File: config.mk
export PLATFORM = sky130hd
export DESIGN_NAME = lin_frame_rx
export DESIGN_NICKNAME = d
export VERILOG_FILES = /design/src/rtl/lin_rx_pkg.sv /design/src/rtl/lin_rx_sync.sv /design/src/rtl/lin_rx_break.sv /design/src/rtl/lin_rx_byte.sv /design/src/rtl/lin_rx_flags.sv /design/src/rtl/lin_frame_rx.sv
export SDC_FILE = /design/constraint.sdc
export NUM_CORES = 1
export LEC_CHECK = 0
export ABC_AREA = 1
export BUFFER_PORTS_ARGS = -buffer_cell sky130_fd_sc_hd__buf_4
export CAP_MARGIN = 20
export CELL_PAD_IN_SITES_DETAIL_PLACEMENT = 2
export CELL_PAD_IN_SITES_GLOBAL_PLACEMENT = 2
export CORE_ASPECT_RATIO = 0.8
export CORE_MARGIN = 2
export CORE_UTILIZATION = 38
export CTS_BUF_LIST = sky130_fd_sc_hd__clkbuf_4
export DETAILED_ROUTE_END_ITERATION = 10
export PLACE_DENSITY = 0.95
export RECOVER_POWER = 100
export SYNTH_ARGS = -nofsm -noshare
export SYNTH_HDL_FRONTEND = slang
export SYNTH_HIERARCHICAL = 1
export SYNTH_SLANG_ARGS = --single-unit
File: constraint.sdc
create_clock -name clk_i -period 2.92 [get_ports clk_i]
set_clock_uncertainty 0.05 [all_clocks]
set_input_delay 0 -clock clk_i [delete_from_list [all_inputs] [get_ports clk_i]]
set_output_delay 0 -clock clk_i [all_outputs]
set_load 0.02 [all_outputs]
File: src/rtl/lin_rx_pkg.sv
package lin_rx_pkg;

   localparam int FLAG_W  = 5;
   localparam int F_SYNC  = 0;
   localparam int F_DELIM = 1;
   localparam int F_PAR   = 2;
   localparam int F_CSUM  = 3;
   localparam int F_STOP  = 4;

   typedef enum logic [2:0] {
      ST_IDLE,
      ST_DELIM,
      ST_SYNC,
      ST_PID,
      ST_DATA,
      ST_CSUM
   } rx_state_e;

   // Full protected identifier for a 6-bit ID
   function automatic logic [7:0] prot_id(input logic [5:0] id);
      logic p0;
      logic p1;
      p0 = id[0] ^ id[1] ^ id[2] ^ id[4];
      p1 = ~(id[1] ^ id[3] ^ id[4] ^ id[5]);
      return {p1, p0, id};
   endfunction

   // 8-bit add with end-around carry
   function automatic logic [7:0] add_wrap(input logic [7:0] a, input logic [7:0] b);
      logic [8:0] s;
      s = {1'b0, a} + {1'b0, b};
      return s[7:0] + {7'd0, s[8]};
   endfunction

endpackage

File: src/rtl/lin_rx_sync.sv
module lin_rx_sync #(
   parameter int STAGES = 2
) (
   input  logic clk_i,
   input  logic rst_ni,
   input  logic rx_i,
   output logic line_o,
   output logic fall_o,
   output logic rise_o
);

   logic [STAGES-1:0] chain;
   logic              prev;

   generate
      if (STAGES < 2) begin : g_bad_stages
         $error("lin_rx_sync: STAGES must be at least 2");
      end
   endgenerate

   // Reset low, so a line held low from reset never shows a falling edge
   always_ff @(posedge clk_i or negedge rst_ni) begin
      if (!rst_ni) begin
         chain <= '0;
         prev  <= 1'b0;
      end else begin
         chain <= {chain[STAGES-2:0], rx_i};
         prev  <= chain[STAGES-1];
      end
   end

   assign line_o = chain[STAGES-1];
   assign fall_o = prev & ~line_o;
   assign rise_o = ~prev & line_o;

endmodule

File: src/rtl/lin_rx_break.sv
module lin_rx_break #(
   parameter int BIT_DIV    = 16,
   parameter int BREAK_BITS = 11
) (
   input  logic clk_i,
   input  logic rst_ni,
   input  logic line_i,
   input  logic rise_i,
   output logic brk_o,
   output logic short_high_o
);

   localparam int BRK_CYC = BIT_DIV * BREAK_BITS;
   localparam int LW      = $clog2(BRK_CYC + 1);
   localparam int HW      = $clog2(BIT_DIV + 1);

   logic          armed;
   logic [LW-1:0] low_cnt;
   logic [HW-1:0] high_cnt;

   always_ff @(posedge clk_i or negedge rst_ni) begin
      if (!rst_ni) begin
         armed    <= 1'b0;
         low_cnt  <= '0;
         high_cnt <= '0;
      end else begin
         if (line_i) begin
            armed   <= 1'b1;
            low_cnt <= '0;
            if (high_cnt != HW'(BIT_DIV)) high_cnt <= high_cnt + 1'b1;
         end else begin
            high_cnt <= '0;
            if (armed && low_cnt != LW'(BRK_CYC)) low_cnt <= low_cnt + 1'b1;
         end
      end
   end

   // low_cnt still holds the length of the low run on the rising cycle
   assign brk_o        = rise_i && (low_cnt >= LW'(BRK_CYC));
   // high_cnt still holds the length of the high run on the falling cycle
   assign short_high_o = high_cnt < HW'(BIT_DIV);

endmodule

File: src/rtl/lin_rx_byte.sv
module lin_rx_byte #(
   parameter int BIT_DIV = 16
) (
   input  logic       clk_i,
   input  logic       rst_ni,
   input  logic       line_i,
   input  logic       start_i,
   output logic       busy_o,
   output logic       valid_o,
   output logic [7:0] data_o,
   output logic       stop_bad_o
);

   localparam int HALF = BIT_DIV / 2;
   localparam int CW   = $clog2(BIT_DIV);

   logic [CW-1:0] cnt;
   logic [3:0]    idx;
   logic [7:0]    shreg;

   always_ff @(posedge clk_i or negedge rst_ni) begin
      if (!rst_ni) begin
         busy_o     <= 1'b0;
         valid_o    <= 1'b0;
         data_o     <= '0;
         stop_bad_o <= 1'b0;
         cnt        <= '0;
         idx        <= '0;
         shreg      <= '0;
      end else begin
         valid_o <= 1'b0;
         if (!busy_o) begin
            if (start_i) begin
               busy_o <= 1'b1;
               cnt    <= CW'(HALF - 1);
               idx    <= '0;
            end
         end else if (cnt != '0) begin
            cnt <= cnt - 1'b1;
         end else begin
            cnt <= CW'(BIT_DIV - 1);
            idx <= idx + 4'd1;
            if (idx == 4'd0) begin
               // Start bit high at mid-cell: a glitch, drop it
               if (line_i) busy_o <= 1'b0;
            end else if (idx <= 4'd8) begin
               shreg <= {line_i, shreg[7:1]};
            end else begin
               busy_o     <= 1'b0;
               valid_o    <= 1'b1;
               data_o     <= shreg;
               stop_bad_o <= ~line_i;
            end
         end
      end
   end

endmodule

File: src/rtl/lin_rx_flags.sv
module lin_rx_flags #(
   parameter int W = 5
) (
   input  logic         clk_i,
   input  logic         rst_ni,
   input  logic [W-1:0] set_i,
   input  logic [W-1:0] clr_i,
   output logic [W-1:0] flags_o
);

   // Set beats clear when both land on the same bit in one cycle
   always_ff @(posedge clk_i or negedge rst_ni) begin
      if (!rst_ni) flags_o <= '0;
      else         flags_o <= (flags_o & ~clr_i) | set_i;
   end

endmodule

File: src/rtl/lin_frame_rx.sv
module lin_frame_rx
   import lin_rx_pkg::*;
#(
   parameter int BIT_DIV     = 1000,
   parameter int BREAK_BITS  = 11,
   parameter int NUM_DATA    = 2,
   parameter int SYNC_STAGES = 2
) (
   input  logic                  clk_i,
   input  logic                  rst_ni,
   input  logic                  rx_i,
   input  logic [4:0]            err_clr_i,
   output logic [5:0]            id_o,
   output logic [8*NUM_DATA-1:0] data_o,
   output logic                  frame_done_o,
   output logic [4:0]            err_o
);

   localparam int DW = (NUM_DATA > 1) ? $clog2(NUM_DATA) : 1;

   generate
      if (BIT_DIV < 4) begin : g_bad_div
         $error("lin_frame_rx: BIT_DIV must be at least 4");
      end
      if (NUM_DATA < 1 || NUM_DATA > 8) begin : g_bad_num
         $error("lin_frame_rx: NUM_DATA must be 1..8");
      end
      if (BREAK_BITS < 2) begin : g_bad_brk
         $error("lin_frame_rx: BREAK_BITS too small");
      end
   endgenerate

   logic        line_s, fall, rise;
   logic        brk, short_high;
   logic        byte_start, byte_busy, byte_valid, stop_bad;
   logic [7:0]  byte_data;
   rx_state_e   state;
   logic [DW-1:0] dcnt;
   logic [7:0]  acc;
   logic [FLAG_W-1:0] flag_set;
   logic        cap_data;
   logic [7:0]  data_r [NUM_DATA];

   lin_rx_sync #(.STAGES(SYNC_STAGES)) u_sync (
      .clk_i(clk_i), .rst_ni(rst_ni), .rx_i(rx_i),
      .line_o(line_s), .fall_o(fall), .rise_o(rise)
   );

   lin_rx_break #(.BIT_DIV(BIT_DIV), .BREAK_BITS(BREAK_BITS)) u_break (
      .clk_i(clk_i), .rst_ni(rst_ni), .line_i(line_s), .rise_i(rise),
      .brk_o(brk), .short_high_o(short_high)
   );

   assign byte_start = fall && !byte_busy && (state != ST_IDLE) && !brk;

   lin_rx_byte #(.BIT_DIV(BIT_DIV)) u_byte (
      .clk_i(clk_i), .rst_ni(rst_ni), .line_i(line_s), .start_i(byte_start),
      .busy_o(byte_busy), .valid_o(byte_valid), .data_o(byte_data),
      .stop_bad_o(stop_bad)
   );

   // Error set terms for this cycle
   always_comb begin
      flag_set = '0;
      cap_data = 1'b0;
      if (state == ST_DELIM && fall && short_high) flag_set[F_DELIM] = 1'b1;
      if (byte_valid && state inside {ST_SYNC, ST_PID, ST_DATA, ST_CSUM}) begin
         if (stop_bad) flag_set[F_STOP] = 1'b1;
         case (state)
            ST_SYNC: if (byte_data != 8'h55) flag_set[F_SYNC] = 1'b1;
            ST_PID:  if (byte_data != prot_id(byte_data[5:0])) flag_set[F_PAR] = 1'b1;
            ST_DATA: cap_data = 1'b1;
            ST_CSUM: if (byte_data != ~acc) flag_set[F_CSUM] = 1'b1;
            default: ;
         endcase
      end
   end

   always_ff @(posedge clk_i or negedge rst_ni) begin
      if (!rst_ni) begin
         state        <= ST_IDLE;
         dcnt         <= '0;
         acc          <= '0;
         id_o         <= '0;
         frame_done_o <= 1'b0;
      end else begin
         frame_done_o <= 1'b0;
         if (brk) begin
            state <= ST_DELIM;
            dcnt  <= '0;
         end else begin
            case (state)
               ST_DELIM: if (fall) state <= ST_SYNC;
               ST_SYNC:  if (byte_valid) state <= ST_PID;
               ST_PID: if (byte_valid) begin
                  id_o  <= byte_data[5:0];
                  acc   <= byte_data;
                  dcnt  <= '0;
                  state <= ST_DATA;
               end
               ST_DATA: if (byte_valid) begin
                  acc <= add_wrap(acc, byte_data);
                  if (dcnt == DW'(NUM_DATA - 1)) state <= ST_CSUM;
                  else dcnt <= dcnt + 1'b1;
               end
               ST_CSUM: if (byte_valid) begin
                  frame_done_o <= 1'b1;
                  state        <= ST_IDLE;
               end
               default: ;
            endcase
         end
      end
   end

   generate
      for (genvar k = 0; k < NUM_DATA; k++) begin : g_data
         always_ff @(posedge clk_i or negedge rst_ni) begin
            if (!rst_ni) data_r[k] <= '0;
            else if (cap_data && dcnt == DW'(k)) data_r[k] <= byte_data;
         end
         assign data_o[8*k +: 8] = data_r[k];
      end
   endgenerate

   lin_rx_flags #(.W(FLAG_W)) u_flags (
      .clk_i(clk_i), .rst_ni(rst_ni), .set_i(flag_set), .clr_i(err_clr_i),
      .flags_o(err_o)
   );

endmodule

[Word level (Yosys, flattened, before mapping)]
Index checks and enable logic that the tools add are counted.
W data, S select, Z words.
Storage, ports and cells
  flip-flop bits (word level): 101
  memory bits (writable): 0
  ROM bits: 0
  word-level logic and storage cells: 149
  input port bits: 8
  output and inout bits: 28
  bits in latches: 0
  memories kept: 0
Cells by class
  bitwise gates (word level): 20
  shift operators: 0
  equal/unequal tests: 20
  mux-type cells: 51
  multipliers: 0
  $lt $le $gt $ge: 3
  reductions and logical operators: 28
  $add $sub $neg: 7
  div/mod/pow operators: 0
Operator list (number)
  $mux W10: 5
  $mux W1: 28
  $mux W14: 2
  $mux W3: 8
  $mux W8: 2
  $pmux W8 S2: 1
  $pmux W3 S5: 1
  $add A14 B1 Y14 const B: 1
  $ge A14 B14 Y1 const B: 1
  $ne A14 B14 Y1 const B: 1
  $mux W4: 3
  $ne A3 B2 Y1 const B: 4
  $reduce_and A4 Y1: 3
  $add A10 B1 Y10 const B: 1
  $logic_and A1 B1 Y1: 10
  $lt A10 B10 Y1 const B: 1
  $ne A10 B10 Y1 const B: 1
  $reduce_bool A10 Y1: 1
  $sub A10 B1 Y10 const B: 1
  $add A8 B8 Y9: 1
  $add A8 B1 Y8: 1
  $ne A8 B7 Y1 const B: 1
  $ne A8 B8 Y1: 1
  $not A1 Y1: 8
  other kinds (26): 42

[Logic depth before layout (Yosys ltp)]
  depth after elaboration: 9
  depth in mapped cells: 15
  gate-level depth less buffers: 15

[Cells and area by module]
The synthesis kept the hierarchy.
Modules (own cells, without submodules)
  lin_frame_rx: seq. area each 875.8 µm², cells each 276, area an instance 2258.4 µm², instances 1
  lin_rx_byte: seq. area each 825.8 µm², cells each 202, area an instance 1636.6 µm², instances 1
  lin_rx_break: seq. area each 625.6 µm², cells each 220, area an instance 1540.2 µm², instances 1
  lin_rx_flags: seq. area each 125.1 µm², cells each 25, area an instance 200.2 µm², instances 1
  lin_rx_sync: seq. area each 75.1 µm², cells each 7, area an instance 90.1 µm², instances 1

[Worst setup path before layout]
Ideal clock, no wire load.
  path kind: flip-flop to flip-flop
  start: register u_byte.data_o[0]
  end: register acc[6]
  path slack: 0.443 ns
  arrival: 2.311 ns
  library setup time: 0.116 ns
  required time: 2.754 ns
  cell stages (with the launch flop): 15
  cells stage by stage: dfrtp_1 > ha_1 > fa_1 > nand3_1 > nand2_2 > a221o_1 > ha_1 > nand2_1 > nor2_1 > nand3_2 > nor2_1 > nand2_1 > nand3_1 > nand2_1 > nand2_1
On the way
  word-level cells in the longest chain between the ends: 4
RTL lines
  from (decl): line lin_rx_byte.sv:10  | output logic [7:0] data_o,
  from (signal assigned): line lin_rx_byte.sv:51  | data_o <= shreg;
  $add A8 B8 Y9: line lin_rx_pkg.sv:31  | s = {1'b0, a} + {1'b0, b};
  $add A8 B1 Y8: line lin_rx_pkg.sv:32  | return s[7:0] + {7'd0, s[8]};
  $mux W8: line lin_frame_rx.sv:101  | ST_DATA: if (byte_valid) begin
  $pmux W8 S2: line lin_frame_rx.sv:92  | case (state)
  to (signal assigned): line lin_frame_rx.sv:97  | acc <= byte_data;
  to (signal assigned): line lin_frame_rx.sv:102  | acc <= add_wrap(acc, byte_data);
  to (decl): line lin_frame_rx.sv:39  | logic [7:0] acc;
Every way passes these cells. The select of a mux whose other input is x is not followed.
A chain may end at the register's enable or synchronous reset.

[Final worst setup path]
  start: register u_byte.data_o[0]
  end: register acc[4]
The elaborated chain is that of the path after synthesis.

==> out/metrics.yaml <==
status:
  status: "finished with violations"
  violations: "capacitance limit, slew limit"
synth:
  synth_area_leaders: "dfrtp_1, nand2_1, inv_1, nand3_1, nor2_1"
  syn-instance-count: 730
  synth_area_leader_cell: "dfrtp_1"
  synth_warnings: 6
  avgSynthCellArea_um2: 7.84
  ys_seq_area_share_pct: 44.1
  yosys.cell_types.count: 42
  netlist_area_um2: 5730
  syn_nets: 757
  synth_seq_cells: 101
  synth_top_area_share_pct: 44.1
sta:
  final_max_slew_viol_count: 74
  final.setup.tns_ps: 0
  period_share_pct: 93.4
  hold_viol_final: 0
  fmax_mhz: 367
  setup_viol: 0
  rsz0062_at_grt: "no"
  layout_min_cycle_time_ps: 2730
  worst_pin_slew_ps: 2000
  timing.slew.headroom_pct: -33.4
  holdWs_ps: 104
floorplan:
  io_pins: 36
  die_x_um: 141
  initial_core_util_pct: 38.5
  dieHeight_um: 114
  placementRows: 40
  dieArea_um2: 16100
  design.core.area_um2: 14900
clocking:
  cts_buffer_depth: 2
  path_clk_slew_ps: 160
  htreeDepth: 3
  clk_latency_ps: 500
  cts_root_buf: "clkbuf_4"
  numCtsBuffers: 9
  cts_tree: "yes"
  cts_sinks: 101
placed_design:
  gp_congestion: 0.864
  place_area_um2: 6200
  dp_hpwl_um: 15100
  numPortBuffers: 35
  post-place-cells: 950
setup_path:
  criticalPathCategory: "reg -> reg"
  slowest_delay_ps: 470
  critPathRequiredTime_ps: 3270
  critical-path-slowest-cell: "fa_1"
  endpoint_kind: "flip-flop"
  critPathMostFrequentCell: "nand2_1"
  crit_chain: "ha_1 > fa_1 > nand3_1 > nand2_1 > a221o_1 > ha_1 > nand2_1 > nor2_1 > nand2_1 > xnor2_1 > o21ai_1 > nand2_1"
  start_kind: "flip-flop"
  cp_max_fo: 3
  cp_data_arrival_time_ps: 3080
  critPathTopFamily: "adder cells"
  cp.buffers_inverters: 0
cells_and_area:
  antenna_cells: 0
  layout-drive-gt1-share_pct: 8.80
  stdcell_area_um2: 6200
  final_common_cell: "nand2_1"
  final_cells: 973
  area_delta_synth_final_pct: 8.30
  final_cell_mix: "nand2_1, dfrtp_1, inv_1"
  nets: 806
power:
  p_comb_share_pct: 3.8
  p_seq_share_pct: 64.4
  power_leakage_nw: 3.19
  p_sw_uw: 590
  p_per_area_nw_per_um2: 356
  p_sw_share_pct: 26.8
  vdd.ir_drop.worst_v: 0.000152
  clock_power_share_pct: 31.8
  p_int_mw: 1.62
global_routing:
  grt_pass1_vias: 5926
  grt_overflow_total: 0
  grt_max_degree: 74
  grt_pass1_wl_um: 31800
  antenna_found_initial: 0
  grt_use_total_pct: 25.6
flow_run:
  drv_cap: 1
drt:
  wl_um: 19600
  drt_iter0_drc: 193
  avgViaCountPerCell: 5.30
  drc: 0
  firstDrtPassIters: 4
  postRouteAntennaNets: 0
  vias: 5155
  wl_per_cell_um: 20.1
hold_path:
  hp-class: "in -> reg"
## power groups by stage
stage	registers, mW	clock network [mW]	logic, mW
2_1_floorplan	1.44	0	0.0310
3_3_place_gp	1.44	0	0.0755
3_5_place_dp	1.45	0	0.0826
4_1_cts	1.42	0.721	0.0905
5_1_grt	1.42	0.779	0.0981
6_report	1.42	0.701	0.0846
## area by class of cell
type | count | area (µm²)
Sequential cell | 101 | 2530
Inverter | 90 | 338
Timing Repair Buffer | 47 | 249
Clock inverter | 6 | 38.8
Clock buffer | 10 | 75.1
Fill cell | 1764 | 8660
Tap cell | 189 | 236
Multi-Input combinational cell | 530 | 2740
## sequential cells by signal, indices dropped and copies added, names as in the netlist, 2 cells and up
register and count:
state 3, u_break/high_cnt 10, acc 8, u_byte/idx 4, u_break/low_cnt 14, id_o 6
u_byte/cnt 10, u_sync/chain 2, u_flags/flags_o 5, u_byte/data_o 8, data_o 16, u_byte/shreg 8
## what timing repair did
| item | CTS | global route |
|---|---|---|
| setup endpoints to repair | 0 | 4 |
| hold endpoints to repair | 77 | 0 |
| resized for setup | 0 | 3 |
| buffers inserted | 0 | 0 |
| hold buffers | 7 | 0 |
## final timing paths
path | depth (start not counted) | slack, ps | startpoint | endpoint
max reg2reg | 12 | 190 | u_byte/data_o[0] | acc[4]
max in group asynchronous | 3 | 860 | rst_ni | acc[1]
min | 2 | 100 | rx_i | u_sync/chain[0]
max | 12 | 190 | u_byte/data_o[0] | acc[4]
min reg2reg | 0 | 340 | u_sync/chain[0] | u_sync/chain[1]
min in group asynchronous | 2 | 550 | rst_ni | u_break/low_cnt[3]
## worst reg2reg max path, delay by kind of cell, from the launching register on
kind	cells	cell delay [ps]
adders and majority gates	3	940
and+or+nand+nor	6	650
AOI/OAI and AO/OA	2	500
DFF	1	420
xor gates and xnor gates	1	70
## per-layer routing
metal,vias up,share of wire (%),GRT usage (%)
li1,2408,-,-
met1,2611,41,29.3
met2,104,53,48.6
met3,32,3.6,4.91
met4,0,2.3,7.27
met5,-,0,0
## through the flow
step	utilization [%]	worst slack, ps	total power, mW
final	41.7	193	2.21
after global routing	41.7	31.8	2.30
after CTS	42.9	135	2.23
after detailed placement	41.7	202	1.53
after global placement	41.7	387	1.52
after floorplan	-	443	1.47
## synth_stat cells (all sizes together)
cell type	number
a2111oi	1
a21oi	17
a221o	1
a31oi	4
buf	8
clkbuf	1
dfrtp	101
fa	1
ha	18
inv	90
mux2	6
nand2	257
nand3	52
nand3b	3
nand4	10
nor2	78
nor3	6
nor3b	2
nor4	1
o21a	10
o21ai	34
o21bai	2
o221ai	1
o22ai	2
o31ai	1
or2	3
xnor2	5
xor2	15
## cell families (layout without fill, tap and decap cells)
kind of cell / Yosys count / in the layout / share of synthesized area (%)
compound gates: 73 / 73 / 7.30
xor+xnor: 20 / 20 / 3.06
fa+ha+maj: 19 / 19 / 4.28
buf+inv: 99 / 153 / 7.01
flops: 101 / 101 / 44.1
mux: 6 / 6 / 1.18
simple gates: 412 / 412 / 33.0
No activity file was read; power rests on OpenSTA's default activity.
